File: src/rtl/sbec_pkg.sv
package sbec_pkg;
  localparam int HALF_W   = 32;
  localparam int HAM_W    = 6;
  localparam int CHK_W    = HAM_W + 1;
  localparam int NUM_HALF = 2;
  localparam int CODE_MAX = HALF_W + HAM_W;
  localparam int CTL_W    = 3;
  localparam int EN_W     = 7;

  localparam int EN_PG_UE  = 0;
  localparam int EN_DEFER  = 1;
  localparam int EN_PG_CE  = 2;
  localparam int EN_CORR   = 3;
  localparam int EN_LD_UE  = 4;
  localparam int EN_LD_CE  = 5;
  localparam int EN_PRECIS = 6;

  localparam logic [CTL_W-1:0] CTL_USER  = 3'b001;
  localparam logic [CTL_W-1:0] CTL_PRIV  = 3'b010;
  localparam logic [CTL_W-1:0] CTL_HPRIV = 3'b100;

  typedef enum logic [2:0] {
    ET_NONE, ET_PURGE_UE, ET_PURGE_CE, ET_CAM_PAR, ET_LOAD_UE, ET_LOAD_CE
  } err_type_e;

  typedef enum logic [1:0] {CL_NONE, CL_SW_RECOV, CL_HW_CORR, CL_TRAP} class_e;

  typedef enum logic [1:0] {PV_USER, PV_PRIV, PV_HPRIV, PV_UNKNOWN} priv_e;

  // Check code: data fills non-power-of-two positions, bit 6 is overall parity
  function automatic logic [CHK_W-1:0] ecc_gen(input logic [HALF_W-1:0] d);
    logic [HAM_W-1:0] h;
    int j;
    h = '0;
    j = 0;
    for (int p = 1; p <= CODE_MAX; p++) begin
      if ((p & (p - 1)) != 0) begin
        for (int k = 0; k < HAM_W; k++) begin
          if (((p >> k) & 1) == 1) h[k] = h[k] ^ d[j];
        end
        j++;
      end
    end
    return {(^d) ^ (^h), h};
  endfunction
endpackage

File: src/rtl/sbec_secded.sv
module sbec_secded
  import sbec_pkg::*;
(
  input  logic [HALF_W-1:0] data_i,
  input  logic [CHK_W-1:0]  ecc_i,
  output logic              ue_o,
  output logic              ce_o
);
  logic [CHK_W-1:0] calc;
  logic [HAM_W-1:0] syn;
  logic             pty;

  always_comb begin
    calc = ecc_gen(data_i);
    syn  = calc[HAM_W-1:0] ^ ecc_i[HAM_W-1:0];
    pty  = (^data_i) ^ (^ecc_i);
    ce_o = pty;
    ue_o = !pty && (syn != '0);
  end
endmodule

File: src/rtl/sbec_overlap.sv
module sbec_overlap #(
  parameter int ADDR_W = 16,
  parameter int BM_W   = 8,
  parameter int SZ_W   = 4
) (
  input  logic [ADDR_W-1:0] ent_addr_i,
  input  logic [BM_W-1:0]   bm_i,
  input  logic [ADDR_W-1:0] ld_addr_i,
  input  logic [SZ_W-1:0]   ld_size_i,
  output logic              hit_o
);
  localparam int BM_IW = $clog2(BM_W);
  localparam int W     = ADDR_W + 1;

  logic [BM_IW-1:0] lo, hi;
  logic [W-1:0]     e_start, e_end, l_start, l_end;

  always_comb begin
    lo = '0;
    hi = '0;
    for (int i = BM_W - 1; i >= 0; i--) if (bm_i[i]) lo = BM_IW'(i);
    for (int i = 0; i < BM_W; i++) if (bm_i[i]) hi = BM_IW'(i);
    e_start = W'(ent_addr_i) + W'(lo);
    e_end   = W'(ent_addr_i) + W'(hi);
    l_start = W'(ld_addr_i);
    l_end   = W'(ld_addr_i) + W'(ld_size_i);
    hit_o   = (|bm_i) && (l_start <= e_end) && (l_end >= e_start);
  end
endmodule

File: src/rtl/sbec_priv_scan.sv
module sbec_priv_scan
  import sbec_pkg::*;
#(
  parameter int NUM_ENT = 8
) (
  input  logic [NUM_ENT-1:0]       valid_i,
  input  logic [NUM_ENT*CTL_W-1:0] ctl_i,
  output logic [1:0]               priv_o
);
  logic [1:0] rank;
  logic       bad;

  always_comb begin
    rank = PV_USER;
    bad  = 1'b0;
    for (int e = 0; e < NUM_ENT; e++) begin
      if (valid_i[e]) begin
        case (ctl_i[e*CTL_W +: CTL_W])
          CTL_USER:  ;
          CTL_PRIV:  if (rank < PV_PRIV) rank = PV_PRIV;
          CTL_HPRIV: rank = PV_HPRIV;
          default:   bad = 1'b1;
        endcase
      end
    end
    priv_o = bad ? PV_UNKNOWN : rank;
  end
endmodule

File: src/rtl/sb_err_check.sv
module sb_err_check
  import sbec_pkg::*;
#(
  parameter int NUM_ENT = 8,
  parameter int IDX_W   = $clog2(NUM_ENT),
  parameter int ADDR_W  = 16,
  parameter int BM_W    = 8,
  parameter int SZ_W    = 4
) (
  input  logic                     clk_i,
  input  logic                     rst_ni,
  input  logic                     req_vld_i,
  input  logic                     req_op_i,
  input  logic [IDX_W-1:0]         ent_idx_i,
  input  logic [ADDR_W-1:0]        ent_addr_i,
  input  logic [BM_W-1:0]          ent_bmask_i,
  input  logic                     ent_cpar_i,
  input  logic [63:0]              ent_data_i,
  input  logic [13:0]              ent_ecc_i,
  input  logic [NUM_ENT-1:0]       valid_i,
  input  logic [NUM_ENT-1:0]       asi_i,
  input  logic [NUM_ENT*3-1:0]     ctl_i,
  input  logic [6:0]               en_i,
  input  logic [ADDR_W-1:0]        ld_addr_i,
  input  logic [SZ_W-1:0]          ld_size_i,
  input  logic                     rec_clr_i,
  output logic                     evt_o,
  output logic [2:0]               err_type_o,
  output logic [IDX_W-1:0]         err_idx_o,
  output logic [1:0]               priv_o,
  output logic [1:0]               class_o,
  output logic                     inval_o,
  output logic [IDX_W-1:0]         inval_idx_o,
  output logic                     rec_vld_o,
  output logic [2:0]               rec_type_o,
  output logic [IDX_W-1:0]         rec_idx_o,
  output logic [1:0]               rec_priv_o,
  output logic                     rec_multi_o
);
  logic [NUM_HALF-1:0] ue_h, ce_h;
  logic                ue, ce, par_bad, hit, sel_ok, rpt, purge;
  logic [1:0]          scan_priv;
  err_type_e           nt;
  class_e              nc;
  logic [1:0]          np;

  for (genvar h = 0; h < NUM_HALF; h++) begin : g_half
    sbec_secded u_half (
      .data_i (ent_data_i[h*HALF_W +: HALF_W]),
      .ecc_i  (ent_ecc_i[h*CHK_W +: CHK_W]),
      .ue_o   (ue_h[h]),
      .ce_o   (ce_h[h])
    );
  end

  sbec_overlap #(.ADDR_W(ADDR_W), .BM_W(BM_W), .SZ_W(SZ_W)) u_ovl (
    .ent_addr_i (ent_addr_i),
    .bm_i       (ent_bmask_i),
    .ld_addr_i  (ld_addr_i),
    .ld_size_i  (ld_size_i),
    .hit_o      (hit)
  );

  sbec_priv_scan #(.NUM_ENT(NUM_ENT)) u_priv (
    .valid_i (valid_i),
    .ctl_i   (ctl_i),
    .priv_o  (scan_priv)
  );

  assign sel_ok  = valid_i[ent_idx_i] && !asi_i[ent_idx_i];
  assign ue      = |ue_h;
  assign ce      = !ue && (|ce_h);
  assign par_bad = ((^ent_addr_i) ^ (^ent_bmask_i)) != ent_cpar_i;
  assign purge   = req_vld_i && !req_op_i && sel_ok;

  always_comb begin
    nt = ET_NONE;
    nc = CL_NONE;
    np = PV_USER;
    if (!req_op_i) begin
      if (par_bad) begin
        nt = ET_CAM_PAR;
        nc = CL_TRAP;
        np = scan_priv;
      end else if (ue) begin
        if (en_i[EN_PG_UE] && en_i[EN_DEFER]) begin
          nt = ET_PURGE_UE;
          nc = CL_SW_RECOV;
        end
      end else if (ce && en_i[EN_PG_CE] && en_i[EN_CORR]) begin
        nt = ET_PURGE_CE;
        nc = CL_HW_CORR;
      end
    end else if (hit) begin
      if (ue) begin
        if (en_i[EN_LD_UE] && en_i[EN_PRECIS]) begin
          nt = ET_LOAD_UE;
          nc = CL_TRAP;
        end
      end else if (ce && en_i[EN_LD_CE] && en_i[EN_PRECIS]) begin
        nt = ET_LOAD_CE;
        nc = CL_TRAP;
      end
    end
  end

  assign rpt = req_vld_i && sel_ok && (nt != ET_NONE);

  always_ff @(posedge clk_i or negedge rst_ni) begin
    if (!rst_ni) begin
      evt_o       <= 1'b0;
      err_type_o  <= ET_NONE;
      err_idx_o   <= '0;
      priv_o      <= PV_USER;
      class_o     <= CL_NONE;
      inval_o     <= 1'b0;
      inval_idx_o <= '0;
    end else begin
      evt_o       <= rpt;
      err_type_o  <= rpt ? nt : ET_NONE;
      err_idx_o   <= rpt ? ent_idx_i : '0;
      priv_o      <= rpt ? np : PV_USER;
      class_o     <= rpt ? nc : CL_NONE;
      inval_o     <= purge;
      inval_idx_o <= purge ? ent_idx_i : '0;
    end
  end

  // Single capture record; later reports only flag multiplicity
  always_ff @(posedge clk_i or negedge rst_ni) begin
    if (!rst_ni) begin
      rec_vld_o   <= 1'b0;
      rec_type_o  <= ET_NONE;
      rec_idx_o   <= '0;
      rec_priv_o  <= PV_USER;
      rec_multi_o <= 1'b0;
    end else begin
      if (rec_clr_i) begin
        rec_vld_o   <= 1'b0;
        rec_multi_o <= 1'b0;
      end
      if (rpt) begin
        if (rec_vld_o && !rec_clr_i) begin
          rec_multi_o <= 1'b1;
        end else begin
          rec_vld_o  <= 1'b1;
          rec_type_o <= nt;
          rec_idx_o  <= ent_idx_i;
          rec_priv_o <= np;
        end
      end
    end
  end
endmodule

File: config.mk
export PLATFORM = sky130hd
export DESIGN_NAME = sb_err_check
export DESIGN_NICKNAME = d
export VERILOG_FILES = /design/src/rtl/sbec_pkg.sv /design/src/rtl/sbec_secded.sv /design/src/rtl/sbec_overlap.sv /design/src/rtl/sbec_priv_scan.sv /design/src/rtl/sb_err_check.sv
export SDC_FILE = /design/constraint.sdc
export NUM_CORES = 1
export LEC_CHECK = 0
export CORE_MARGIN = 2
export CORE_UTILIZATION = 49
export CTS_BUF_LIST = sky130_fd_sc_hd__clkbuf_4 sky130_fd_sc_hd__clkbuf_8
export CTS_CLUSTER_DIAMETER = 80
export DETAILED_ROUTE_END_ITERATION = 10
export PLACE_DENSITY = 0.95
export SKIP_CTS_REPAIR_TIMING = 1
export SKIP_LAST_GASP = 1
export SYNTH_ARGS = -nofsm -noshare
export SYNTH_HDL_FRONTEND = slang
export SYNTH_SLANG_ARGS = --single-unit
export TNS_END_PERCENT = 100
File: constraint.sdc
create_clock -name clk_i -period 3.1 [get_ports clk_i]
set_clock_uncertainty 0.1 [all_clocks]
set_input_delay 0.93 -clock clk_i [delete_from_list [all_inputs] [get_ports clk_i]]
set_output_delay 0.93 -clock clk_i [all_outputs]
set_load 0.05 [all_outputs]
==> impl_metrics.ini <==
[global_route]
track_usage_pct = 32.10
grt_max_degree = 26
grt-busiest-layer = met2
grtUsageMet1_pct = 33.15
grt_overflow = 0
grt_pass1_vias = 6208
antenna_found_initial = 2
grt_pass1_wl_um = 28880
grt_use_met2_pct = 61.71
grtUsageMet3_pct = 6.122

[logic_synthesis]
synth_area_leaders = xnor2_1 (21%), ha_1 (14%), dfrtp_1 (12%)
syn_nets = 794
synth_top_area_share_pct = 21.40
synthXorXnorAreaFrac_pct = 40.36
synthArstFlopShare_pct = 100.0
ys_seq_area_share_pct = 12.43
synth_cells = 557
synth_simple_gate_area_share_pct = 15.73
synth_edf_count = 0
ys_ff_latch = 25
yosysWarnings = 0
synth.distinct_cells = 56
synth_compound_area_share_pct = 12.87
yosysMostFrequentCell = xnor2_1
avgSynthCellArea_um2 = 9.039
synthTopCellsByCount = xnor2_1 (123), ha_1 (56), nor2_1 (42)
ys.flop_type = dfrtp_1
synth_fa_ha_area_share_pct = 15.11
synth_top_area_cell = xnor2_1
synth_top_family_by_area = XOR/XNOR gates
synth.area.mux_share_pct = 1.342
syn_area_um2 = 5035

[detailed_routing]
vias = 6853
ant_nets = 0
drc = 0
routed_wl_um = 28980
drtIter0Drc = 828
dr.pass1.iters = 6
wire_per_inst_um = 27.13
via_per_inst = 6.417

[sta]
worstMarginPinSlew_ns = 0.6097
setup_ws_ns = -2.326
slew_violations = 0
post-route-period-util_pct = 175.0
rsz0062_at_grt = true
period_minus_slack_ns = 5.426
finalSetupViolCount = 21
slew_headroom_pct = 59.23
fmax_ghz = 0.1843
holdWs_ns = 0.4504
hold_viol = 0

[placement]
dpl.cell_count = 1026
dp_hpwl_um = 15750
port_buffers = 202
place.gp.congestion = 1.024

[floorplan]
fp.dieW_um = 105.4
die_area_um2 = 11100
fp.dieH_um = 105.4
coreArea_um2 = 10140
ios = 203
start_util_pct = 49.66
num_rows = 37

[worst_hold_path]
hp-start = rec_priv_o[0]
worstHoldPathCells = 1
hp-class = register to register

[critical_path]
cp_max_fo = 5
cp.depth = 19
slowest_stage = nor2_2
rrSetupSlack_ns = 1.43
critPathRequiredTime_ns = 3.17
end_kind = register
crit_start = ld_addr_i[2]
start_kind = input pin
cp_slowest_stage_delay_ns = 0.46
r2r_cells = 4
cp_top_family = simple AND/OR/NAND/NOR gates
critPathKind = input pin to register
critPathBufInv = 2
r2r-start = rec_vld_o
cp_cell_sequence = clkdlybuf4s50_1 > ha_1 > a21o_1 > a21oi_2 > nor2b_1 > nand2b_1 > nor2_2 > nand3_1 > xnor2_1 > ha_1 > nand2_1 > nor2_2 > buf_4 > o2111a_1 > o41ai_1 > a211oi_2 > o21ai_2 > a41oi_4 > mux2_4
cp.arrival_ns = 5.49

[layout]
drive_above_1_share_pct = 36.06
fin_util_pct = 94.48
stdcell_count = 1068
final_nets = 1167
syn_to_final_growth_pct = 90.26
fill_cells = 286

[clocking]
root_buffer = clkbuf_8
clock-sinks = 25
htree_levels = 1
clockBufferDepth = 2
path_clk_slew_ns = 0.09
clkLatencyLatePin_ns = 0.28
cts_tree = built
numCtsBuffers = 3

[power]
p_leak_nw = 4.789
power-per-cell-area_nw_per_um2 = 411.7
ir_worst_vdd_v = 0.0003108

[run_status]
violations = negative setup slack
status = complete, but fails checks

[flow_run]
cap_violations = 0
layout by cell type, fill, tap and decap left out, types with 8 or more instances in the layout:
master           synthesis  layout
buf_4                    0     165
xnor2_2                  2      38
nand3_1                 15      13
nand4_1                 16      16
xor2_2                   3      10
dlymetal6s2s_1           0      64
xor2_1                  32      25
nor2b_1                  9       8
nor2_1                  42      35
a21oi_2                  0      10
nand2_1                 36      34
xnor2_4                  1      11
buf_6                    0       8
clkdlybuf4s50_1          0     120
xnor3_1                 23      18
a21o_1                  11      11
a21oi_1                 33      21
xnor2_1                123      77
dfrtp_1                 25      25
clkbuf_2                 0      12
inv_1                   25      17
ha_1                    56      49
sequential cells by signal, summed over array words and instances, names as in the netlist:
signal       flops
class_o          2
err_idx_o        3
err_type_o       3
evt_o            1
inval_idx_o      3
inval_o          1
priv_o           2
rec_idx_o        3
rec_multi_o      1
rec_priv_o       2
rec_type_o       3
rec_vld_o        1
worst paths after layout:
| kind | to |
|---|---|
| setup reg to reg | rec_idx_o[1] |
| max in group asynchronous | rec_priv_o[0] |
| setup / recovery | rec_idx_o[1] |
| hold reg to reg | rec_priv_o[0] |
| hold / removal | rec_priv_o[0] |
| min in group asynchronous | inval_idx_o[1] |
cell families (layout without fill, tap and decap cells):
family | count (synthesis) | count (layout)
adder cells (fa/ha/maj) | 59 | 59
other | 0 | 3
multiplexers | 5 | 5
flip-flops | 25 | 25
AND/OR/NAND/NOR | 159 | 159
buffers and inverters | 29 | 401
XOR/XNOR | 186 | 186
AO/OA/AOI/OAI | 94 | 94
worst reg2reg max path: cells and delay by family, from the launching register on:
family | cells | cell delay (ns)
flops | 1 | 0.42
compound gates | 1 | 0.38
mux | 1 | 0.34
simple gates | 2 | 0.32
cell type report:
type / instances / area, um2 / share of cell area, %
Antenna cell: 3 / 7.507 / 0.07837
Timing Repair Buffer: 372 / 3436 / 35.87
Sequential cell: 25 / 625.6 / 6.531
Inverter: 25 / 128.9 / 1.345
Clock buffer: 3 / 41.29 / 0.4310
Tap cell: 136 / 170.2 / 1.776
Multi-Input combinational cell: 503 / 5165 / 53.92
Clock inverter: 1 / 5.005 / 0.05225
power by group:
group | internal, mW | total, mW | leakage (nW) | switching (mW)
clock network | 0.0902 | 0.204 | 0.0255 | 0.113
registers | 0.395 | 0.448 | 0.333 | 0.0537
logic | 1.60 | 3.29 | 4.43 | 1.69
total | 2.09 | 3.94 | 4.79 | 1.86
per-layer routing:
metal	wire (um)	vias to the layer above	part of all wire (%)
li1	-	2701	-
met1	8911	3104	31
met2	13510	714	47
met3	3101	334	11
met4	3457	0	12
met5	0	-	0
per-stage QoR:
| step | power, mW | setup slack, ns | TNS [ns] | instance area (um2) |
|---|---|---|---|---|
| global placement | 2.774 | -2.390 | -43.60 | 8358 |
| CTS | 3.100 | -2.489 | -45.36 | 8404 |
| global route | 4.022 | -2.374 | -42.87 | 9577 |
| detailed placement | 2.886 | -2.761 | -50.93 | 8358 |
| finish | 3.943 | -2.326 | -42.04 | 9579 |
| floorplan | 1.947 | -1.565 | -25.15 | 5169 |
Note: power is estimated with default switching activity, not from simulation.
